==> src/rtl/acc_cpu_pkg.sv <==
// Package: shared opcodes, FSM states and ALU operation codes for acc_cpu.
// Assumes an 8-bit opcode field; the top module narrows or widens it by cast.
package acc_cpu_pkg;

    localparam logic [7:0] OPC_LOAD  = 8'h01;
    localparam logic [7:0] OPC_STORE = 8'h02;
    localparam logic [7:0] OPC_ADD   = 8'h03;
    localparam logic [7:0] OPC_SUB   = 8'h04;
    localparam logic [7:0] OPC_AND   = 8'h05;
    localparam logic [7:0] OPC_OR    = 8'h06;
    localparam logic [7:0] OPC_BRZ   = 8'h07;
    localparam logic [7:0] OPC_BRN   = 8'h08;
    localparam logic [7:0] OPC_JMP   = 8'h09;
    localparam logic [7:0] OPC_HALT  = 8'h0F;

    typedef enum logic [3:0] {
        S_INIT,
        S_FETCH,
        S_FWAIT,
        S_DECODE,
        S_OPRD,
        S_OPWAIT,
        S_EXEC,
        S_STORE,
        S_HALT
    } state_t;

    typedef enum logic [2:0] {
        ALU_PASS,
        ALU_ADD,
        ALU_SUB,
        ALU_AND,
        ALU_OR
    } alu_op_t;

endpackage

==> src/rtl/acc_cpu_alu.sv <==
// ALU: combines accumulator (a) with memory operand (b) and reports
// zero and negative status of the result. Purely combinational.
module acc_cpu_alu
    import acc_cpu_pkg::*;
#(
    parameter int W = 16
) (
    input  alu_op_t        op,
    input  logic [W-1:0]   a,
    input  logic [W-1:0]   b,
    output logic [W-1:0]   y,
    output logic           zero,
    output logic           neg
);

    // Result select by operation
    always_comb begin
        unique case (op)
            ALU_ADD: y = a + b;
            ALU_SUB: y = a - b;
            ALU_AND: y = a & b;
            ALU_OR:  y = a | b;
            default: y = b;
        endcase
    end

    // Status of the result
    always_comb begin
        zero = (y == '0);
        neg  = y[W-1];
    end

endmodule

==> src/rtl/acc_cpu_ctrl.sv <==
// Control FSM: sequences init, fetch, decode and the three execute paths
// (operand load / ALU, store, branch) over one shared memory port.
// Assumes memory read data is valid one cycle after the read strobe and
// that the opcode input is stable from decode until execute ends.
module acc_cpu_ctrl
    import acc_cpu_pkg::*;
#(
    parameter int OP_W = 8
) (
    input  logic            clk,
    input  logic            rst_n,
    input  logic [OP_W-1:0] opcode,
    input  logic            z_flag,
    input  logic            n_flag,
    output state_t          state_o,
    output logic            mem_rd,
    output logic            mem_wr,
    output logic            addr_ir,
    output logic            ld_ir,
    output logic            ld_reg,
    output logic            ld_ac,
    output logic            pc_inc,
    output logic            pc_load,
    output alu_op_t         alu_op
);

    localparam logic [OP_W-1:0] C_LOAD  = OP_W'(OPC_LOAD);
    localparam logic [OP_W-1:0] C_STORE = OP_W'(OPC_STORE);
    localparam logic [OP_W-1:0] C_ADD   = OP_W'(OPC_ADD);
    localparam logic [OP_W-1:0] C_SUB   = OP_W'(OPC_SUB);
    localparam logic [OP_W-1:0] C_AND   = OP_W'(OPC_AND);
    localparam logic [OP_W-1:0] C_OR    = OP_W'(OPC_OR);
    localparam logic [OP_W-1:0] C_BRZ   = OP_W'(OPC_BRZ);
    localparam logic [OP_W-1:0] C_BRN   = OP_W'(OPC_BRN);
    localparam logic [OP_W-1:0] C_JMP   = OP_W'(OPC_JMP);
    localparam logic [OP_W-1:0] C_HALT  = OP_W'(OPC_HALT);

    state_t state_q, state_d;

    // State register with synchronous active-low reset
    always_ff @(posedge clk) begin
        if (!rst_n) state_q <= S_INIT;
        else        state_q <= state_d;
    end

    // Operation select for the ALU from the opcode
    always_comb begin
        unique case (opcode)
            C_ADD:   alu_op = ALU_ADD;
            C_SUB:   alu_op = ALU_SUB;
            C_AND:   alu_op = ALU_AND;
            C_OR:    alu_op = ALU_OR;
            default: alu_op = ALU_PASS;
        endcase
    end

    // Next state and control strobes
    always_comb begin
        state_d = state_q;
        mem_rd  = 1'b0;
        mem_wr  = 1'b0;
        addr_ir = 1'b0;
        ld_ir   = 1'b0;
        ld_reg  = 1'b0;
        ld_ac   = 1'b0;
        pc_inc  = 1'b0;
        pc_load = 1'b0;
        unique case (state_q)
            S_INIT:   state_d = S_FETCH;
            S_FETCH: begin
                mem_rd  = 1'b1;
                state_d = S_FWAIT;
            end
            S_FWAIT: begin
                ld_ir   = 1'b1;
                state_d = S_DECODE;
            end
            S_DECODE: begin
                state_d = S_FETCH;
                unique case (opcode)
                    C_LOAD, C_ADD, C_SUB, C_AND, C_OR: state_d = S_OPRD;
                    C_STORE: state_d = S_STORE;
                    C_BRZ: begin
                        pc_load = z_flag;
                        pc_inc  = !z_flag;
                    end
                    C_BRN: begin
                        pc_load = n_flag;
                        pc_inc  = !n_flag;
                    end
                    C_JMP:  pc_load = 1'b1;
                    C_HALT: state_d = S_HALT;
                    default: pc_inc = 1'b1;
                endcase
            end
            S_OPRD: begin
                mem_rd  = 1'b1;
                addr_ir = 1'b1;
                state_d = S_OPWAIT;
            end
            S_OPWAIT: begin
                ld_reg  = 1'b1;
                state_d = S_EXEC;
            end
            S_EXEC: begin
                ld_ac   = 1'b1;
                pc_inc  = 1'b1;
                state_d = S_FETCH;
            end
            S_STORE: begin
                mem_wr  = 1'b1;
                addr_ir = 1'b1;
                pc_inc  = 1'b1;
                state_d = S_FETCH;
            end
            S_HALT:  state_d = S_HALT;
            default: state_d = S_INIT;
        endcase
    end

    assign state_o = state_q;

    // the port is never read and written in the same cycle
    a_r2_strobe_excl: assert property (@(posedge clk) disable iff (!rst_n)
        !(mem_rd && mem_wr));

    // every read is followed by a data-capture cycle without a read
    a_r2_read_gap: assert property (@(posedge clk) disable iff (!rst_n)
        mem_rd |=> !mem_rd);

    // halt is left only through reset and makes no access
    a_r10_halt_sticky: assert property (@(posedge clk) disable iff (!rst_n)
        (state_q == S_HALT) |=> (state_q == S_HALT) && !mem_rd && !mem_wr);

endmodule

==> src/rtl/acc_cpu.sv <==
// Top: accumulator datapath (PC, IR, REG, AC, flags, address mux) with the
// control FSM and ALU. One synchronous memory port with one-cycle read
// latency serves fetch and operand access alike.
module acc_cpu
    import acc_cpu_pkg::*;
#(
    parameter int DATA_W = 16,
    parameter int ADDR_W = 8
) (
    input  logic              clk,
    input  logic              rst_n,
    output logic [ADDR_W-1:0] mem_addr,
    output logic              mem_rd,
    output logic              mem_wr,
    output logic [DATA_W-1:0] mem_wdata,
    input  logic [DATA_W-1:0] mem_rdata
);

    localparam int OP_W = DATA_W - ADDR_W;

    logic [ADDR_W-1:0] pc_q;
    logic [DATA_W-1:0] ir_q;
    logic [DATA_W-1:0] reg_q;
    logic [DATA_W-1:0] ac_q;
    logic              z_q, n_q;

    state_t            state;
    alu_op_t           alu_op;
    logic              addr_ir, ld_ir, ld_reg, ld_ac, pc_inc, pc_load;
    logic [DATA_W-1:0] alu_y;
    logic              alu_zero, alu_neg;

    acc_cpu_ctrl #(.OP_W(OP_W)) u_ctrl (
        .clk     (clk),
        .rst_n   (rst_n),
        .opcode  (ir_q[DATA_W-1:ADDR_W]),
        .z_flag  (z_q),
        .n_flag  (n_q),
        .state_o (state),
        .mem_rd  (mem_rd),
        .mem_wr  (mem_wr),
        .addr_ir (addr_ir),
        .ld_ir   (ld_ir),
        .ld_reg  (ld_reg),
        .ld_ac   (ld_ac),
        .pc_inc  (pc_inc),
        .pc_load (pc_load),
        .alu_op  (alu_op)
    );

    acc_cpu_alu #(.W(DATA_W)) u_alu (
        .op   (alu_op),
        .a    (ac_q),
        .b    (reg_q),
        .y    (alu_y),
        .zero (alu_zero),
        .neg  (alu_neg)
    );

    // Program counter: clear, jump to target, or step
    always_ff @(posedge clk) begin
        if (!rst_n)       pc_q <= '0;
        else if (pc_load) pc_q <= ir_q[ADDR_W-1:0];
        else if (pc_inc)  pc_q <= pc_q + 1'b1;
    end

    // Instruction and operand registers capture delayed read data
    always_ff @(posedge clk) begin
        if (!rst_n) begin
            ir_q  <= '0;
            reg_q <= '0;
        end else begin
            if (ld_ir)  ir_q  <= mem_rdata;
            if (ld_reg) reg_q <= mem_rdata;
        end
    end

    // Accumulator and its status flags, written together
    always_ff @(posedge clk) begin
        if (!rst_n) begin
            ac_q <= '0;
            z_q  <= 1'b0;
            n_q  <= 1'b0;
        end else if (ld_ac) begin
            ac_q <= alu_y;
            z_q  <= alu_zero;
            n_q  <= alu_neg;
        end
    end

    // Address multiplexer in place of a separate address register
    always_comb begin
        mem_addr  = addr_ir ? ir_q[ADDR_W-1:0] : pc_q;
        mem_wdata = ac_q;
    end

    // reset clears the architectural state and selects init
    a_r1_reset_clear: assert property (@(posedge clk)
        !rst_n |=> (pc_q == '0) && (ac_q == '0) && !z_q && !n_q && (state == S_INIT));

    // flags move only in a cycle that writes the accumulator
    a_r8_flags_hold: assert property (@(posedge clk) disable iff (!rst_n)
        !ld_ac |=> $stable({z_q, n_q}));

    // stepping instructions advance the PC by exactly one
    a_r9_pc_step: assert property (@(posedge clk) disable iff (!rst_n)
        (state == S_EXEC || state == S_STORE) |=> pc_q == ADDR_W'($past(pc_q) + 1'b1));

    // an unconditional jump lands on the instruction's target field
    a_r9_jmp_target: assert property (@(posedge clk) disable iff (!rst_n)
        (state == S_DECODE && ir_q[DATA_W-1:ADDR_W] == OP_W'(OPC_JMP))
        |=> pc_q == $past(ir_q[ADDR_W-1:0]));

endmodule

==> config.mk <==
export PLATFORM = sky130hd
export DESIGN_NAME = acc_cpu
export DESIGN_NICKNAME = d
export VERILOG_FILES = /design/src/rtl/acc_cpu_pkg.sv /design/src/rtl/acc_cpu_alu.sv /design/src/rtl/acc_cpu_ctrl.sv /design/src/rtl/acc_cpu.sv
export SDC_FILE = /design/constraint.sdc
export NUM_CORES = 1
export LEC_CHECK = 0
export BUFFER_PORTS_ARGS = -buffer_cell sky130_fd_sc_hd__buf_2
export CAP_MARGIN = 20
export CORE_ASPECT_RATIO = 0.7
export CORE_MARGIN = 2
export CORE_UTILIZATION = 62
export CTS_BUF_LIST = sky130_fd_sc_hd__clkbuf_8
export DETAILED_ROUTE_END_ITERATION = 7
export PLACE_DENSITY = 0.9
export SYNTH_ARGS = -nofsm -noshare
export SYNTH_HDL_FRONTEND = slang
export SYNTH_SLANG_ARGS = --single-unit
==> constraint.sdc <==
create_clock -name clk -period 5.3 [get_ports clk]
set_input_delay 0 -clock clk [delete_from_list [all_inputs] [get_ports clk]]
set_output_delay 0 -clock clk [all_outputs]
set_load 0.05 [all_outputs]
* After elaboration in Yosys (flattened, before gate mapping) *
Index checks and enable logic that the tools add are counted.

cells by class
  bitwise operators = 2
  add/subtract/negate cells = 3
  eq/ne operators = 22
  mux-type cells = 17
  reductions and logical operators = 11

operators with widths
  kind                                                              number
  16-bit one-hot mux with 4 select lines                            1
  8-bit by 3-bit == test with 1-bit output (second input constant)  4
  4-bit one-hot mux with 7 select lines                             1
  8-bit by 4-bit == test with 1-bit output (second input constant)  3
  8-bit two-way mux                                                 3
  16-bit adder                                                      1
  16-bit bitwise AND                                                1
  4-bit by 3-bit == test with 1-bit output (second input constant)  4
  8-bit by 2-bit == test with 1-bit output (second input constant)  2
  16-bit logical NOT                                                1
  16-bit OR                                                         1
  16-bit subtractor                                                 1
  3-bit one-hot mux with 4 select lines                             1
  4-bit one-hot mux with 3 select lines                             1
  8-bit by 1-bit adder with 8-bit output (second input constant)    1
  4-bit by 2-bit == test with 1-bit output (second input constant)  2
  8-bit by 1-bit == test with 1-bit output (second input constant)  1
  8-bit OR reduction                                                1
  1-bit two-way mux                                                 7
  3-bit by 2-bit == test with 1-bit output (second input constant)  2
  1-bit one-hot mux with 3 select lines                             2
  2-bit OR reduction                                                3
  5-bit OR reduction                                                1
  4-bit by 1-bit == test with 1-bit output (second input constant)  1
  8 further kinds                                                   9

word-level totals
  input bits = 18
  flip-flop bits (word level) = 62

* Longest topological paths before layout *
  depth in word-level cells = 6
  depth in mapped cells = 16
  gate-level depth less buffers = 14

* Modules after synthesis *
From an unflattened synthesis, not the netlist that was laid out.

second synthesis, totals
  cells, all modules = 543
  area, all modules = 4,549.4 um^2

by module, submodules not included
  module        area an instance (um^2)  cells an instance  times used
  acc_cpu       2,404.8                  223                1
  acc_cpu_alu   1,665.3                  250                1
  acc_cpu_ctrl  479.2                    70                 1

* Least setup slack after synthesis *
No wires, ideal clock.

  path kind = reg-to-reg
  start point = reg ir_q[15]
  end point = reg z_q
  required time = 5,216 ps
  arrival time = 4,532 ps
  stages on the path, launching flop included = 15
  clock period less this slack = 4,616 ps
  library setup time = 84 ps
  slack = 684 ps
  cells stage by stage = dfxtp_1 -> or4_4 -> buf_6 -> nor4_1 -> clkbuf_1 -> mux2i_1 -> ha_1 -> nor2b_1 -> o21a_1 -> nor3_1 -> o311ai_1 -> or4_1 -> or4_1 -> or4_1 -> o31ai_2

between the ends
  word-level cells in the longest chain between the ends = 5
  elaborated cells between the ends (all ways) = 11
  classes of those cells = eq/ne: 8; mux: 2; reduce/logical: 1

ends and longest elaborated chain
  element                                                                                                      line                text
  from (decl)                                                                                                  acc_cpu.sv:22       logic [DATA_W-1:0] ir_q;
  from (signal assigned)                                                                                       acc_cpu.sv:73       if (ld_ir) ir_q <= mem_rdata;
  8-bit by 3-bit == test with 1-bit output / 8-bit by 2-bit == test with 1-bit output (equally long branches)  acc_cpu_ctrl.sv:48  unique case (opcode)
  3-bit one-hot mux with 4 select lines *                                                                      acc_cpu_ctrl.sv:48
  3-bit == test (tied with other cells)                                                                        acc_cpu_alu.sv:18   unique case (op)
  16-bit one-hot mux with 4 select lines *                                                                     acc_cpu_alu.sv:18
  16-bit logical NOT *                                                                                         acc_cpu_alu.sv:29   zero = (y == '0);
  to (signal assigned)                                                                                         acc_cpu.sv:86       z_q <= alu_zero;
  to (decl)                                                                                                    acc_cpu.sv:25       logic z_q, n_q;

Every way passes the cells marked *; elsewhere a longest branch is shown, timed or not.
A chain may end at the register's enable or synchronous reset.

* Worst setup path in the final report *
Same ends and word-level chain as after synthesis.

==> summary.md <==
| Metric | Value |
|---|---|
| Status | `finished, final reports clean` |
| Crit path capture | `z_q$_SDFFE_PN0P_` |
| Antenna fix cells | `0` |
| Row count | `25` |
| Unrepaired setup endpoints after global routing | `false` |
| Synthesized instance count | `586` |
| Net load switching power | `351.2 µW` |
| Starting Density | `64.26%` |
| DR vias | `4772` |
| Placed insts | `691` |
| Worst EP arrival | `4.73 ns` |
| Sequential power share | `43.2%` |
| Clock Pin Slew Worst Setup and Hold Paths | `0.08 ns` |
| Area of the multi-input gates | `2893 µm²` |
| Seq/Total Area, Yosys | `28.13%` |
| Clk buf depth | `2` |
| R2r setup slk | `0.84 ns` |
| DRT antenna net count | `0` |
| Core box area | `6756 µm²` |
| Crit-path max FO | `15` |
| Tightest Pin Transition | `1.002 ns` |
| Max-slew violation count | `0` |
| Post-synth EDFFs | `0` |
| Final Hold Fails | `0` |
| Root buf cell | `clkbuf_8` |
| Layout cell share with drive strength beyond 1 | `13.47%` |
| Grt total ovfl | `0` |
| Most frequent cells in the layout | `97 x nand2_1, 66 x a21oi_1, 61 x dfxtp_1` |
| Worst EP required | `5.56 ns` |
| Post-synth top area share | `28.13%` |
| Synthesized Nets | `624` |
| Area of the mapped netlist | `4342 µm²` |
| #FFs+latches synth | `61` |
| Die area | `7699 µm²` |
| Setup crit start kind | `register` |
| Critical path startpoint | `ir_q[15]$_SDFFE_PN0P_` |
| Largest net degree at the start of global routing | `55` |
| Post-CTS resize count | `0` |
| Mean number of vias per cell | `6.582` |
| Pwr/cell area | `224.4 nW/µm²` |
| Final net count | `664` |
| Non-filler cells, final | `725` |
| Clock latency on the worst-skew pair | `0.35 ns` |
| Total GRT Usage | `34.20%` |
| H-Tree Depth | `3` |
| Synth-to-Final Area Change | `14.24%` |
| Initial DRC Count | `613` |
| Total area of sequential cells | `1221 µm²` |
| Max-cap violations | `0` |
| Delay-heaviest family, CP | `compound AO/OA/AOI/OAI gates` |
| Switching share of power | `31.56%` |
| Critical path class | `reg2reg` |
| CP Capture Type | `register` |
| First-pass DRT Iterations | `5` |
| Worst Path Buf+Inv | `1` |
| Worst clock skew | `0.008869 ns` |
| Final wirelength | `13200 µm` |
| Die Y-Extent | `74.02 µm` |
| Register-to-Register Path Depth | `13` |
| Peak VDD IR | `189.2 µV` |
| Worst-path cell chain | `or4_4, nor4_2, buf_4, mux2i_1, fa_1, a211oi_1, o21ai_0, a31oi_1, o32ai_1, a311oi_1, o211ai_1, or4_1, o31ai_2` |
| CTS tree | `done` |
| Top achievable clock speed | `0.2242 GHz` |
| Clock network power share | `39.4%` |
| TritonCTS buffer count | `9` |
| Filler instances | `523` |
| Slew headroom | `33.09%` |
| Crit-path slowest cell | `or4_4` |
| DP HPWL | `8972 µm` |
| Leading post-synthesis cells by cell area | `dfxtp_1 28%, nand2_1 8.4%, a21oi_1 7.6%, xnor2_1 5.6%, ha_1 5.5%` |
| I/O pin count | `44` |
| Gate power share | `17.4%` |
| Period Utilization, post-route | `84.17%` |
| CP peak stage delay | `0.64 ns` |
| Avg Inst Size Synth | `7.409 µm²` |
| Internal | `761.8 µW` |
| Post-layout util | `73.41%` |
| Yosys warnings | `0` |
| Instance count on the critical path | `13` |
| Worst reg2reg path endpoint | `z_q$_SDFFE_PN0P_` |
| Initial antenna violation count | `0` |
| Placed Area | `4574 µm²` |
| RePlAce Congestion | `0.9279` |
| Asr flop ratio synth | `0%` |
| Total power | `1113 µW` |
| Die width | `104.0 µm` |
| Number of global-route vias before repair | `4303` |
| DRC Markers | `0` |
| Leading area contributor after synthesis | `dfxtp_1` |
| Cells on Worst Hold Path | `4` |
| Hold path start | `mem_rdata[12]` |
| WL per Instance | `18.21 µm` |
| PortBufs | `43` |
| Setup TNS | `0 ns` |
| Period minus WS final | `4.461 ns` |
| Leakage | `0.001896 µW` |
| Clock Sinks | `61` |
| Synth unique cells | `67` |
| Ys flop type | `dfxtp_1` |
| Global-route wire length before repair | `21010 µm` |
| Final instance area | `4960 µm²` |
| Commonest non-fill, non-tap cell in the layout | `nand2_1` |
| HP Class | `in2reg` |
| Startpoint of the worst-slack reg-to-reg timing path | `ir_q[15]$_SDFFE_PN0P_` |
| Number of setup violations in the final report | `0` |
==> per-layer routing <==
layer | up-vias | part of all wire, % | global-route usage [%]
li1 | 2199 | - | -
met1 | 2178 | 40 | 46.10
met2 | 342 | 44 | 55.48
met3 | 53 | 13 | 8.238
met4 | 0 | 2.5 | 10.36
met5 | - | 0 | 0
==> metrics by stage <==
step / setup WS [ns] / hold slack, ns
floorplan: 0.6837 / 0.1334
CTS: 0.8910 / 0.01170
finish: 0.8389 / 0.4389
global route: 0.5376 / 0.4603
detailed placement: 0.9161 / 0.2622
global placement: 1.040 / 0.2516
==> worst min-delay path, stage by stage <==
cell,delay (ns)
dlygate4sd3_1,0.52
buf_2,0.12
nand2_1,0.05
a21oi_1,0.05
==> state kept, by name, summed over array words and instances, names as in the netlist <==
signal / cells
mem_wdata: 16
reg_q: 16
ir_q: 16
pc_q: 8
z_q: 1
u_ctrl.state_o: 4
==> Yosys cell counts, drive strengths merged (3+ instances only) <==
library cell  count
nand2            98
a21oi            66
dfxtp            61
nor2             43
clkbuf           35
xnor2            28
o21ai            26
nor3             23
ha               19
a211oi           16
inv              16
a31oi            11
nand2b            9
o211ai            9
a21o              8
mux2              8
or4               8
nand3             7
nor4              7
buf               6
or3               6
mux2i             5
nor2b             5
nand4             4
o2111ai           4
o21a              4
xor2              4
a21boi            3
nand3b            3
o21bai            3
o31ai             3
o32ai             3
==> cells by family (layout without fill, tap and decap cells) <==
logic type      after synthesis  after routing  synth area share [%]
compound gates              179            179                 26.60
xor+xnor                     32             32                 6.455
fa+ha+maj                    20             20                 5.937
buf+inv                      57            102                 5.389
flops                        61             61                 28.13
mux                          13             13                 3.228
simple gates                224            224                 24.27
==> power by group through the flow <==
stage	Combinational, µW	Sequential [µW]	Clock [µW]
floorplan	134	486	0
global placement	169	491	0
detailed placement	175	491	0
CTS	184	481	440
global route	206	483	460
finish	193	481	438
==> worst min path at each step <==
| stage | end | slack, ns |
|---|---|---|
| global route | reg_q[12]$_SDFFE_PN0P_ | 0.46 |
| CTS | mem_wdata[0]$_SDFFE_PN0P_ | 0.01 |
| floorplan | mem_wdata[0]$_SDFFE_PN0P_ | 0.13 |
| global placement | reg_q[15]$_SDFFE_PN0P_ | 0.25 |
| finish | reg_q[12]$_SDFFE_PN0P_ | 0.44 |
| detailed placement | reg_q[3]$_SDFFE_PN0P_ | 0.26 |
==> cell type report <==
type | instances | share of cell area, %
Clock buffer | 9 | 2.497
Clock inverter | 7 | 1.690
Inverter | 16 | 1.211
Multi-Input combinational cell | 468 | 58.32
Tap cell | 94 | 2.371
Timing Repair Buffer | 70 | 9.284
Sequential cell | 61 | 24.62
==> timing repair <==
action,in CTS,in global routing
buffers inserted,0,0
hold endpoints to repair,32,2
hold buffers,16,1
Note: power is estimated with default switching activity, not from simulation.
